<file path="config.mk">
export PLATFORM = sky130hd
export DESIGN_NAME = lcd_i2c_cmd_slave
export DESIGN_NICKNAME = d
export VERILOG_FILES = /design/src/rtl/lcd_i2c_pkg.sv /design/src/rtl/lcd_i2c_line_sync.sv /design/src/rtl/lcd_i2c_engine.sv /design/src/rtl/lcd_i2c_cmd_slave.sv
export SDC_FILE = /design/constraint.sdc
export NUM_CORES = 1
export LEC_CHECK = 0
export BUFFER_PORTS_ARGS = -buffer_cell sky130_fd_sc_hd__buf_4
export CAP_MARGIN = 20
export CORE_MARGIN = 8
export CORE_UTILIZATION = 35
export DETAILED_ROUTE_END_ITERATION = 10
export SLEW_MARGIN = 20
export SYNTH_ARGS = -nofsm -noshare
export SYNTH_HDL_FRONTEND = slang
export SYNTH_HIERARCHICAL = 1
export SYNTH_SLANG_ARGS = --single-unit
</file>
<file path="constraint.sdc">
create_clock -name clk -period 1.9 [get_ports clk]
set_clock_uncertainty 0.05 [all_clocks]
set_input_delay 0.095 -clock clk [delete_from_list [all_inputs] [get_ports clk]]
set_output_delay 0.095 -clock clk [all_outputs]
set_load 0.01 [all_outputs]
</file>
<file path="src/rtl/lcd_i2c_pkg.sv">
package lcd_i2c_pkg;

    localparam int MEM_DEPTH = 12;
    localparam int PTR_W     = 4;
    localparam int BYTE_W    = 8;

    typedef enum logic [2:0] {
        PH_IDLE,
        PH_ADDR,
        PH_AACK,
        PH_WCMD,
        PH_WDATA,
        PH_WACK,
        PH_RDATA,
        PH_RACK
    } phase_e;

    // Pointer advance with wrap after the last memory entry.
    function automatic logic [PTR_W-1:0] ptr_step(input logic [PTR_W-1:0] p);
        if (p >= PTR_W'(MEM_DEPTH - 1)) return '0;
        return p + PTR_W'(1);
    endfunction

endpackage

</file>
<file path="src/rtl/lcd_i2c_line_sync.sv">
module lcd_i2c_line_sync #(
    parameter int SYNC_STAGES = 2
) (
    input  logic clk,
    input  logic rst_n,
    input  logic scl_i,
    input  logic sda_i,
    output logic scl_s,
    output logic sda_s,
    output logic scl_rise,
    output logic scl_fall,
    output logic start_det,
    output logic stop_det
);
    typedef struct packed {
        logic [SYNC_STAGES-1:0] scl_pipe;
        logic [SYNC_STAGES-1:0] sda_pipe;
        logic                   scl_prev;
        logic                   sda_prev;
    } sync_s;

    sync_s st_d, st_q;

    always_comb begin
        st_d          = st_q;
        st_d.scl_pipe = {st_q.scl_pipe[SYNC_STAGES-2:0], scl_i};
        st_d.sda_pipe = {st_q.sda_pipe[SYNC_STAGES-2:0], sda_i};
        st_d.scl_prev = st_q.scl_pipe[SYNC_STAGES-1];
        st_d.sda_prev = st_q.sda_pipe[SYNC_STAGES-1];
    end

    always_ff @(posedge clk or negedge rst_n) begin
        if (!rst_n) st_q <= '1;
        else        st_q <= st_d;
    end

    assign scl_s     = st_q.scl_pipe[SYNC_STAGES-1];
    assign sda_s     = st_q.sda_pipe[SYNC_STAGES-1];
    assign scl_rise  = scl_s & ~st_q.scl_prev;
    assign scl_fall  = ~scl_s & st_q.scl_prev;
    assign start_det = scl_s & st_q.scl_prev & st_q.sda_prev & ~sda_s;
    assign stop_det  = scl_s & st_q.scl_prev & ~st_q.sda_prev & sda_s;
endmodule

</file>
<file path="src/rtl/lcd_i2c_engine.sv">
module lcd_i2c_engine
    import lcd_i2c_pkg::*;
#(
    parameter logic [6:0] DEV_ADDR = 7'b0111001
) (
    input  logic              clk,
    input  logic              rst_n,
    input  logic              sda_s,
    input  logic              scl_rise,
    input  logic              scl_fall,
    input  logic              start_det,
    input  logic              stop_det,
    input  logic [BYTE_W-1:0] mem_rdata,
    output logic              sda_oe,
    output logic [3:0]        ctl,
    output logic [PTR_W-1:0]  ptr,
    output logic              mem_we,
    output logic [BYTE_W-1:0] mem_wdata,
    output phase_e            phase
);
    localparam int CNT_W = $clog2(BYTE_W + 1);

    typedef struct packed {
        phase_e             ph;
        logic [BYTE_W-1:0]  sh;
        logic [CNT_W-1:0]   cnt;
        logic               rw;
        logic               nack;
        logic [3:0]         ctl;
        logic [PTR_W-1:0]   ptr;
        logic               oe;
    } eng_s;

    eng_s st_d, st_q;
    logic we_d;
    logic byte_end;

    assign byte_end = scl_fall && (st_q.cnt == CNT_W'(BYTE_W));

    always_comb begin
        st_d = st_q;
        we_d = 1'b0;
        if (stop_det) begin
            st_d.ph = PH_IDLE;
            st_d.oe = 1'b0;
        end else if (start_det) begin
            st_d.ph  = PH_ADDR;
            st_d.cnt = '0;
            st_d.oe  = 1'b0;
        end else begin
            unique case (st_q.ph)
                PH_ADDR, PH_WCMD, PH_WDATA: begin
                    if (scl_rise) begin
                        st_d.sh  = {st_q.sh[BYTE_W-2:0], sda_s};
                        st_d.cnt = st_q.cnt + CNT_W'(1);
                    end else if (byte_end) begin
                        if (st_q.ph == PH_ADDR) begin
                            if (st_q.sh[7:1] == DEV_ADDR) begin
                                st_d.ph = PH_AACK;
                                st_d.oe = 1'b1;
                                st_d.rw = st_q.sh[0];
                            end else begin
                                st_d.ph = PH_IDLE;
                            end
                        end else if (st_q.ph == PH_WCMD) begin
                            st_d.ctl = st_q.sh[7:4];
                            st_d.ptr = st_q.sh[3:0];
                            st_d.ph  = PH_WACK;
                            st_d.oe  = 1'b1;
                        end else begin
                            we_d     = 1'b1;
                            st_d.ptr = ptr_step(st_q.ptr);
                            st_d.ph  = PH_WACK;
                            st_d.oe  = 1'b1;
                        end
                    end
                end
                PH_AACK: begin
                    if (scl_fall) begin
                        st_d.cnt = '0;
                        if (st_q.rw) begin
                            st_d.ph = PH_RDATA;
                            st_d.sh = mem_rdata;
                            st_d.oe = ~mem_rdata[BYTE_W-1];
                        end else begin
                            st_d.ph = PH_WCMD;
                            st_d.oe = 1'b0;
                        end
                    end
                end
                PH_WACK: begin
                    if (scl_fall) begin
                        st_d.ph  = PH_WDATA;
                        st_d.oe  = 1'b0;
                        st_d.cnt = '0;
                    end
                end
                PH_RDATA: begin
                    if (scl_rise) begin
                        st_d.cnt = st_q.cnt + CNT_W'(1);
                    end else if (byte_end) begin
                        st_d.oe  = 1'b0;
                        st_d.ptr = ptr_step(st_q.ptr);
                        st_d.ph  = PH_RACK;
                    end else if (scl_fall) begin
                        st_d.sh = {st_q.sh[BYTE_W-2:0], 1'b0};
                        st_d.oe = ~st_q.sh[BYTE_W-2];
                    end
                end
                PH_RACK: begin
                    if (scl_rise) begin
                        st_d.nack = sda_s;
                    end else if (scl_fall) begin
                        if (st_q.nack) begin
                            st_d.ph = PH_IDLE;
                        end else begin
                            st_d.ph  = PH_RDATA;
                            st_d.cnt = '0;
                            st_d.sh  = mem_rdata;
                            st_d.oe  = ~mem_rdata[BYTE_W-1];
                        end
                    end
                end
                default: ;
            endcase
        end
    end

    always_ff @(posedge clk or negedge rst_n) begin
        if (!rst_n) begin
            st_q <= '{ph: PH_IDLE, sh: '0, cnt: '0, rw: 1'b0, nack: 1'b0,
                      ctl: '0, ptr: '0, oe: 1'b0};
        end else begin
            st_q <= st_d;
        end
    end

    assign sda_oe    = st_q.oe;
    assign ctl       = st_q.ctl;
    assign ptr       = st_q.ptr;
    assign mem_we    = we_d;
    assign mem_wdata = st_q.sh;
    assign phase     = st_q.ph;
endmodule

</file>
<file path="src/rtl/lcd_i2c_cmd_slave.sv">
module lcd_i2c_cmd_slave
    import lcd_i2c_pkg::*;
#(
    parameter logic [6:0] DEV_ADDR    = 7'b0111001,
    parameter int         SYNC_STAGES = 2
) (
    input  logic              clk,
    input  logic              rst_n,
    input  logic              scl_i,
    input  logic              sda_i,
    output logic              sda_oe,
    output logic              disp_blank,
    output logic [1:0]        refresh_sel,
    output logic              flash_sel,
    output logic [PTR_W-1:0]  mem_addr,
    output logic              mem_we,
    output logic [BYTE_W-1:0] mem_wdata,
    input  logic [BYTE_W-1:0] mem_rdata
);
    logic   scl_s, sda_s, scl_rise, scl_fall, start_det, stop_det;
    logic [3:0] ctl;
    phase_e phase;

    lcd_i2c_line_sync #(.SYNC_STAGES(SYNC_STAGES)) u_sync (
        .clk       (clk),
        .rst_n     (rst_n),
        .scl_i     (scl_i),
        .sda_i     (sda_i),
        .scl_s     (scl_s),
        .sda_s     (sda_s),
        .scl_rise  (scl_rise),
        .scl_fall  (scl_fall),
        .start_det (start_det),
        .stop_det  (stop_det)
    );

    lcd_i2c_engine #(.DEV_ADDR(DEV_ADDR)) u_eng (
        .clk       (clk),
        .rst_n     (rst_n),
        .sda_s     (sda_s),
        .scl_rise  (scl_rise),
        .scl_fall  (scl_fall),
        .start_det (start_det),
        .stop_det  (stop_det),
        .mem_rdata (mem_rdata),
        .sda_oe    (sda_oe),
        .ctl       (ctl),
        .ptr       (mem_addr),
        .mem_we    (mem_we),
        .mem_wdata (mem_wdata),
        .phase     (phase)
    );

    assign disp_blank  = ctl[3];
    assign refresh_sel = ctl[2:1];
    assign flash_sel   = ctl[0];
endmodule

</file>
==> results.toml, run 1 <==
[grt]
track_usage = 0.133
grt_pass1_vias = 1892
grt_overflow = 0
grt_pass1_wl_microns = 9230
antenna_found_initial = 0
grt_start_max_net_pins = 33

[pwr]
p_leak_nw = 1.25
comb_power_share = 0.530
max-vdd-ir-drop_uv = 657
p_seq_frac = 0.308
p_per_area_mw_per_mm2 = 1210
swShare = 0.370
pwr-share-clk = 0.163
internal_power_mw = 2.14
p_sw_mw = 1.26

[timing]
period_share = 1.10
worst_slew_pin_slew_ps = 419
finalHoldViolCount = 0
maxSlewHeadroom = 0.720
rsz0062_at_grt = "yes"
fmax_ghz = 0.479
setup_viol_count_final = 21
maxSlewViolCount = 0
layout_min_cycle_time_ps = 2090
fin_tns_setup_ps = -2130
fin_hold_ws_ps = 122
worst_slack_ps = -188

[layout]
diodes = 0
seq_area_sq_um = 808
drive_gt1_frac = 0.519
n_fill_cell = 595
syn2layout_area_growth_pct = 35.0
multiInputGateArea_sq_mm = 0.00119
final_net_count = 278

[synthesis]
synthCells = 209
syn_nets = 224
synth_area_per_cell_sq_um = 9.93
yosys_warnings = 6
synth_area_sq_mm = 0.00207

[drt]
postRouteAntennaNets = 0
drc = 0
wl_per_cell_microns = 15.5
drt_first_pass_iters = 5
drt_iter0_drc = 79
via_per_inst = 5.07
vias = 1718
wirelength_microns = 5250

[run_status]
status = "complete, but fails checks"
violations = "setup timing"

[placement]
gp_congestion = 0.838
hpwl_microns = 3840
portBuffers = 29

[setup_path]
cp.arrival_ps = 1940
crit_path_end_kind = "output port"
reg2reg_setup_slack_ps = -140
cp_data_required_time_ps = 1750
setup.worst_path.class = "flop to output port"
crit_chain = "nor2b_4 -> nand4b_1 -> buf_4 -> nand3b_1 -> nor3_2 -> buf_4"
rr_startpoint = "u_sync/st_q[1]$_DFF_PN1_"
worstPathMaxFanout = 3
max_stage_delay_ps = 540
start_kind = "flop"
crit_family = "simple AND/OR/NAND/NOR gates"
critical_path.slowest_cell = "dfstp_2"
critPathMostFrequentCell = "buf_4"
cp-startpoint = "u_sync/st_q[1]$_DFF_PN1_"
path_buf_inv = 2

[floorplanning]
initial_core_util = 0.357
die_h_microns = 93.0
die_w_microns = 93.0
coreArea_sq_mm = 0.00582
num_io_pins = 30
row_count = 28
dieArea_sq_mm = 0.00865

[cts]
cts_tree = "yes"
clockBufferDepth = 2
numCtsBuffers = 5
clk_latency_ps = 280
clk_pin_slew_ps = 70
clockRootBuffer = "clkbuf_8"
htree_levels = 2
cts.sinks = 32

[hold_path]
hp-class = "input port to flop"
holdCritStartpoint = "mem_rdata[5]"

[run]
max_cap_viol_count = 0
-- tightest hold or removal path, stage by stage --
cell and delay [ps]:
buf_4 70, mux2_2 130, mux2_4 130
-- placed cells by master (no fill, tap or decap), types with 3 or more instances in the layout --
cell type / n
dlygate4sd3_1: 3
ha_1: 3
nand2b_1: 6
clkbuf_8: 6
o21ai_2: 4
nand3_1: 5
buf_4: 67
nand2_2: 4
a21oi_2: 3
mux2_2: 12
dfrtp_1: 26
a21oi_1: 8
nor2_1: 9
mux2_4: 9
dfstp_2: 6
o21ai_1: 5
nand2_1: 14
inv_1: 8
o21ai_0: 8
-- final cells by class --
cell class | instances | area share
repair buffers | 73 | 0.206
clock inverters | 1 | 0.00268
clock buffers | 7 | 0.0308
inverters | 9 | 0.0121
multi-input cells | 142 | 0.427
well taps | 75 | 0.0335
flip-flops and latches | 32 | 0.289
-- path summary, 6_finish.rpt --
check	end	cells past startpoint
max in group asynchronous	u_sync/sda_s$_DFF_PN1_	2
setup / recovery	mem_we	6
setup reg to reg	u_eng/sda_oe$_DFFE_PN0P_	9
hold reg to reg	u_sync/scl_s$_DFF_PN1_	0
hold / removal	u_eng/mem_wdata[5]$_DFFE_PN0P_	3
min in group asynchronous	u_eng/ptr[1]$_DFFE_PN0P_	2
-- flip-flops by register name, indices dropped and copies added, names as in the netlist --
register,flops
u_eng/ctl,4
u_eng/mem_wdata,8
u_eng/phase,3
u_eng/ptr,4
u_eng/sda_oe,1
u_eng/st_q,6
u_sync/scl_s,1
u_sync/sda_s,1
u_sync/st_d,2
u_sync/st_q,2
-- stage by stage --
stage	total power [mW]	instance area (sq um)	setup slack [ps]	utilization	instances
6_report	3.40	2800	-188	0.481	339
5_1_grt	3.67	2800	-268	0.481	339
4_1_cts	3.39	2760	-189	0.474	339
3_5_place_dp	2.66	2490	-146	0.429	323
3_3_place_gp	2.64	2490	-126	0.429	323
2_1_floorplan	2.12	2100	-97.4	-	209
-- repair_timing --
item,CTS,global route
gates resized for setup,26,12
buffers inserted,5,1
hold buffers,3,0
hold endpoints to repair,28,0
cloned,0,0
pin swaps,14,10
endpoints found under the setup margin,27,27
-- layer usage --
layer	share of wire	vias up	track usage
met2	0.50	30	0.224
li1	-	849	-
met1	0.46	835	0.164
met4	0.0070	0	0.0322
met3	0.035	4	0.0353
met5	0	-	0
-- power groups by stage --
| stage | logic [mW] | clock network, mW | registers [mW] |
|---|---|---|---|
| floorplan | 1.09 | 0 | 1.03 |
| global placement | 1.59 | 0 | 1.05 |
| detailed placement | 1.61 | 0 | 1.06 |
| CTS | 1.77 | 0.573 | 1.05 |
| global route | 1.99 | 0.605 | 1.08 |
| finish | 1.80 | 0.553 | 1.05 |
Power figures use the tool's default switching activity.
==> run 2: changes to the inputs <==
--- a/config.mk
+++ b/config.mk
@@ -10,6 +10,7 @@
 export CORE_MARGIN = 8
 export CORE_UTILIZATION = 35
 export DETAILED_ROUTE_END_ITERATION = 10
+export RECOVER_POWER = 25
 export SLEW_MARGIN = 20
 export SYNTH_ARGS = -nofsm -noshare
 export SYNTH_HDL_FRONTEND = slang
==> run 2 against run 1 <==
Net effect: the run still ends with setup timing left; sequential cell count stayed put; worst hold slack hardly changed; final area hardly changed.
==> results.toml, run 2 (synthesized netlist as in run 1, its figures left out) <==
[run_status]
status = "complete, but fails checks"
violations = "setup timing"

[setup_path]
critPathMostFrequentCell = "buf_4"
setup.worst_path.class = "flop to output port"
start_kind = "flop"
crit_family = "simple AND/OR/NAND/NOR gates"
max_stage_delay_ps = 540
worstPathMaxFanout = 3
cp.arrival_ps = 1940
critical_path.slowest_cell = "dfstp_2"
cp_data_required_time_ps = 1750
path_buf_inv = 2
crit_chain = "nor2b_4 -> nand4b_1 -> buf_4 -> nand3b_1 -> nor3_2 -> buf_4"
crit_path_end_kind = "output port"

[floorplanning]
die_w_microns = 93.0
die_h_microns = 93.0
row_count = 28
num_io_pins = 30
initial_core_util = 0.357
coreArea_sq_mm = 0.00582
dieArea_sq_mm = 0.00865

[layout]
fin_cells = 339
final_common_cell = "buf_4"
diodes = 0
largest_reg_flops = 8
final_core_util = 0.481
final_area_sq_mm = 0.00280
drive_gt1_frac = 0.519
n_fill_cell = 596
final_cell_mix = "buf_4 (64), dfrtp_1 (26), nand2_1 (14)"
syn2layout_area_growth_pct = 34.9
final_net_count = 278

[timing]
maxSlewViolCount = 0
rsz0062_at_grt = "yes"
maxSlewHeadroom = 0.452
setup_viol_count_final = 22
worst_slew_pin_slew_ps = 823
period_share = 1.10
worst_slack_ps = -187
layout_min_cycle_time_ps = 2090
fmax_ghz = 0.479
finalHoldViolCount = 0

[pwr]
p_leak_nw = 1.25
max-vdd-ir-drop_uv = 657
power.total_mw = 3.40
p_per_area_mw_per_mm2 = 1220

[placement]
dp_cells = 323
gp_congestion = 0.838
place_area_sq_mm = 0.00249
portBuffers = 29
hpwl_microns = 3840
dp_slack_ps = -146

[drt]
wl_met1_microns = 2390
wl_met3_microns = 188
drc = 0
drt_first_pass_iters = 4
drt_iter0_drc = 79
top_layer_used = "met4"
postRouteAntennaNets = 0
via_per_inst = 5.09
wl_met2_microns = 2640
vias = 1726
wl_per_cell_microns = 15.5
wirelength_microns = 5260

[grt]
grt_pass1_wl_microns = 9230
antenna_found_initial = 0
grt_overflow = 0
grt_pass1_vias = 1892
track_usage = 0.133
grt_start_max_net_pins = 33

[hold_path]
hp-class = "input port to flop"

[cts]
cts.sinks = 32
cts_tree = "yes"
clockRootBuffer = "clkbuf_8"
clk_pin_slew_ps = 70
numCtsBuffers = 5
clk_latency_ps = 280
htree_levels = 2
clockBufferDepth = 2

[run]
max_cap_viol_count = 0
-- run 2: area by class of cell --
cell class,instances,area (sq um),share of cell area
Multi-Input combinational cell,142,1190,0.427
Sequential cell,32,808,0.289
Timing Repair Buffer,73,573,0.205
Tap cell,75,93.8,0.0335
Clock buffer,7,86.3,0.0309
Inverter,9,33.8,0.0121
Clock inverter,1,7.51,0.00268
-- run 2: stage by stage --
| step | setup TNS, ps | hold WS [ps] |
|---|---|---|
| after global placement | -1700 | 10.6 |
| final | -2140 | 122 |
| after CTS | -1450 | 116 |
| after floorplan | -787 | -251 |
| after global routing | -4990 | 115 |
| after detailed placement | -2430 | 16.5 |
-- run 2: timing repair --
action,4_1_cts,5_1_grt
buffers inserted,5,1
endpoints found under the hold margin,28,0
hold buffers,3,0
resized for setup,26,12
pin swaps,14,10
setup endpoints to repair,27,27
-- run 2: final timing paths --
check,from,cells after the start,to,slack [ps]
min reg2reg,u_sync/st_d[5]$_DFF_PN1_,0,u_sync/scl_s$_DFF_PN1_,310
min in group asynchronous,rst_n,2,u_eng/ptr[1]$_DFFE_PN0P_,390
max reg2reg,u_sync/st_q[1]$_DFF_PN1_,9,u_eng/sda_oe$_DFFE_PN0P_,-140
max,u_sync/st_q[1]$_DFF_PN1_,6,mem_we,-190
min,mem_rdata[5],3,u_eng/mem_wdata[5]$_DFFE_PN0P_,120
max in group asynchronous,rst_n,2,u_eng/st_q[9]$_DFFE_PN0P_,900
-- run 2: where the power goes --
group	internal [mW]	switching, mW	leakage [nW]	total, mW
Combinational	0.983	0.818	0.815	1.80
Clock	0.294	0.259	0.0445	0.553
Sequential	0.865	0.182	0.391	1.05
-- run 2: worst reg2reg max path: stages (launching register included) --
cell and delay [ps]:
dfstp_2 540, nor2b_4 150, nand4b_1 220, buf_4 220
buf_6 110, buf_6 100, a21o_1 180, a21oi_2 100
o211ai_1 110, mux2i_1 150
-- run 2: routing by layer --
metal | track usage | vias up
li1 | - | 849
met1 | 0.164 | 841
met2 | 0.224 | 32
met3 | 0.0353 | 4
met4 | 0.0322 | 0
met5 | 0 | -
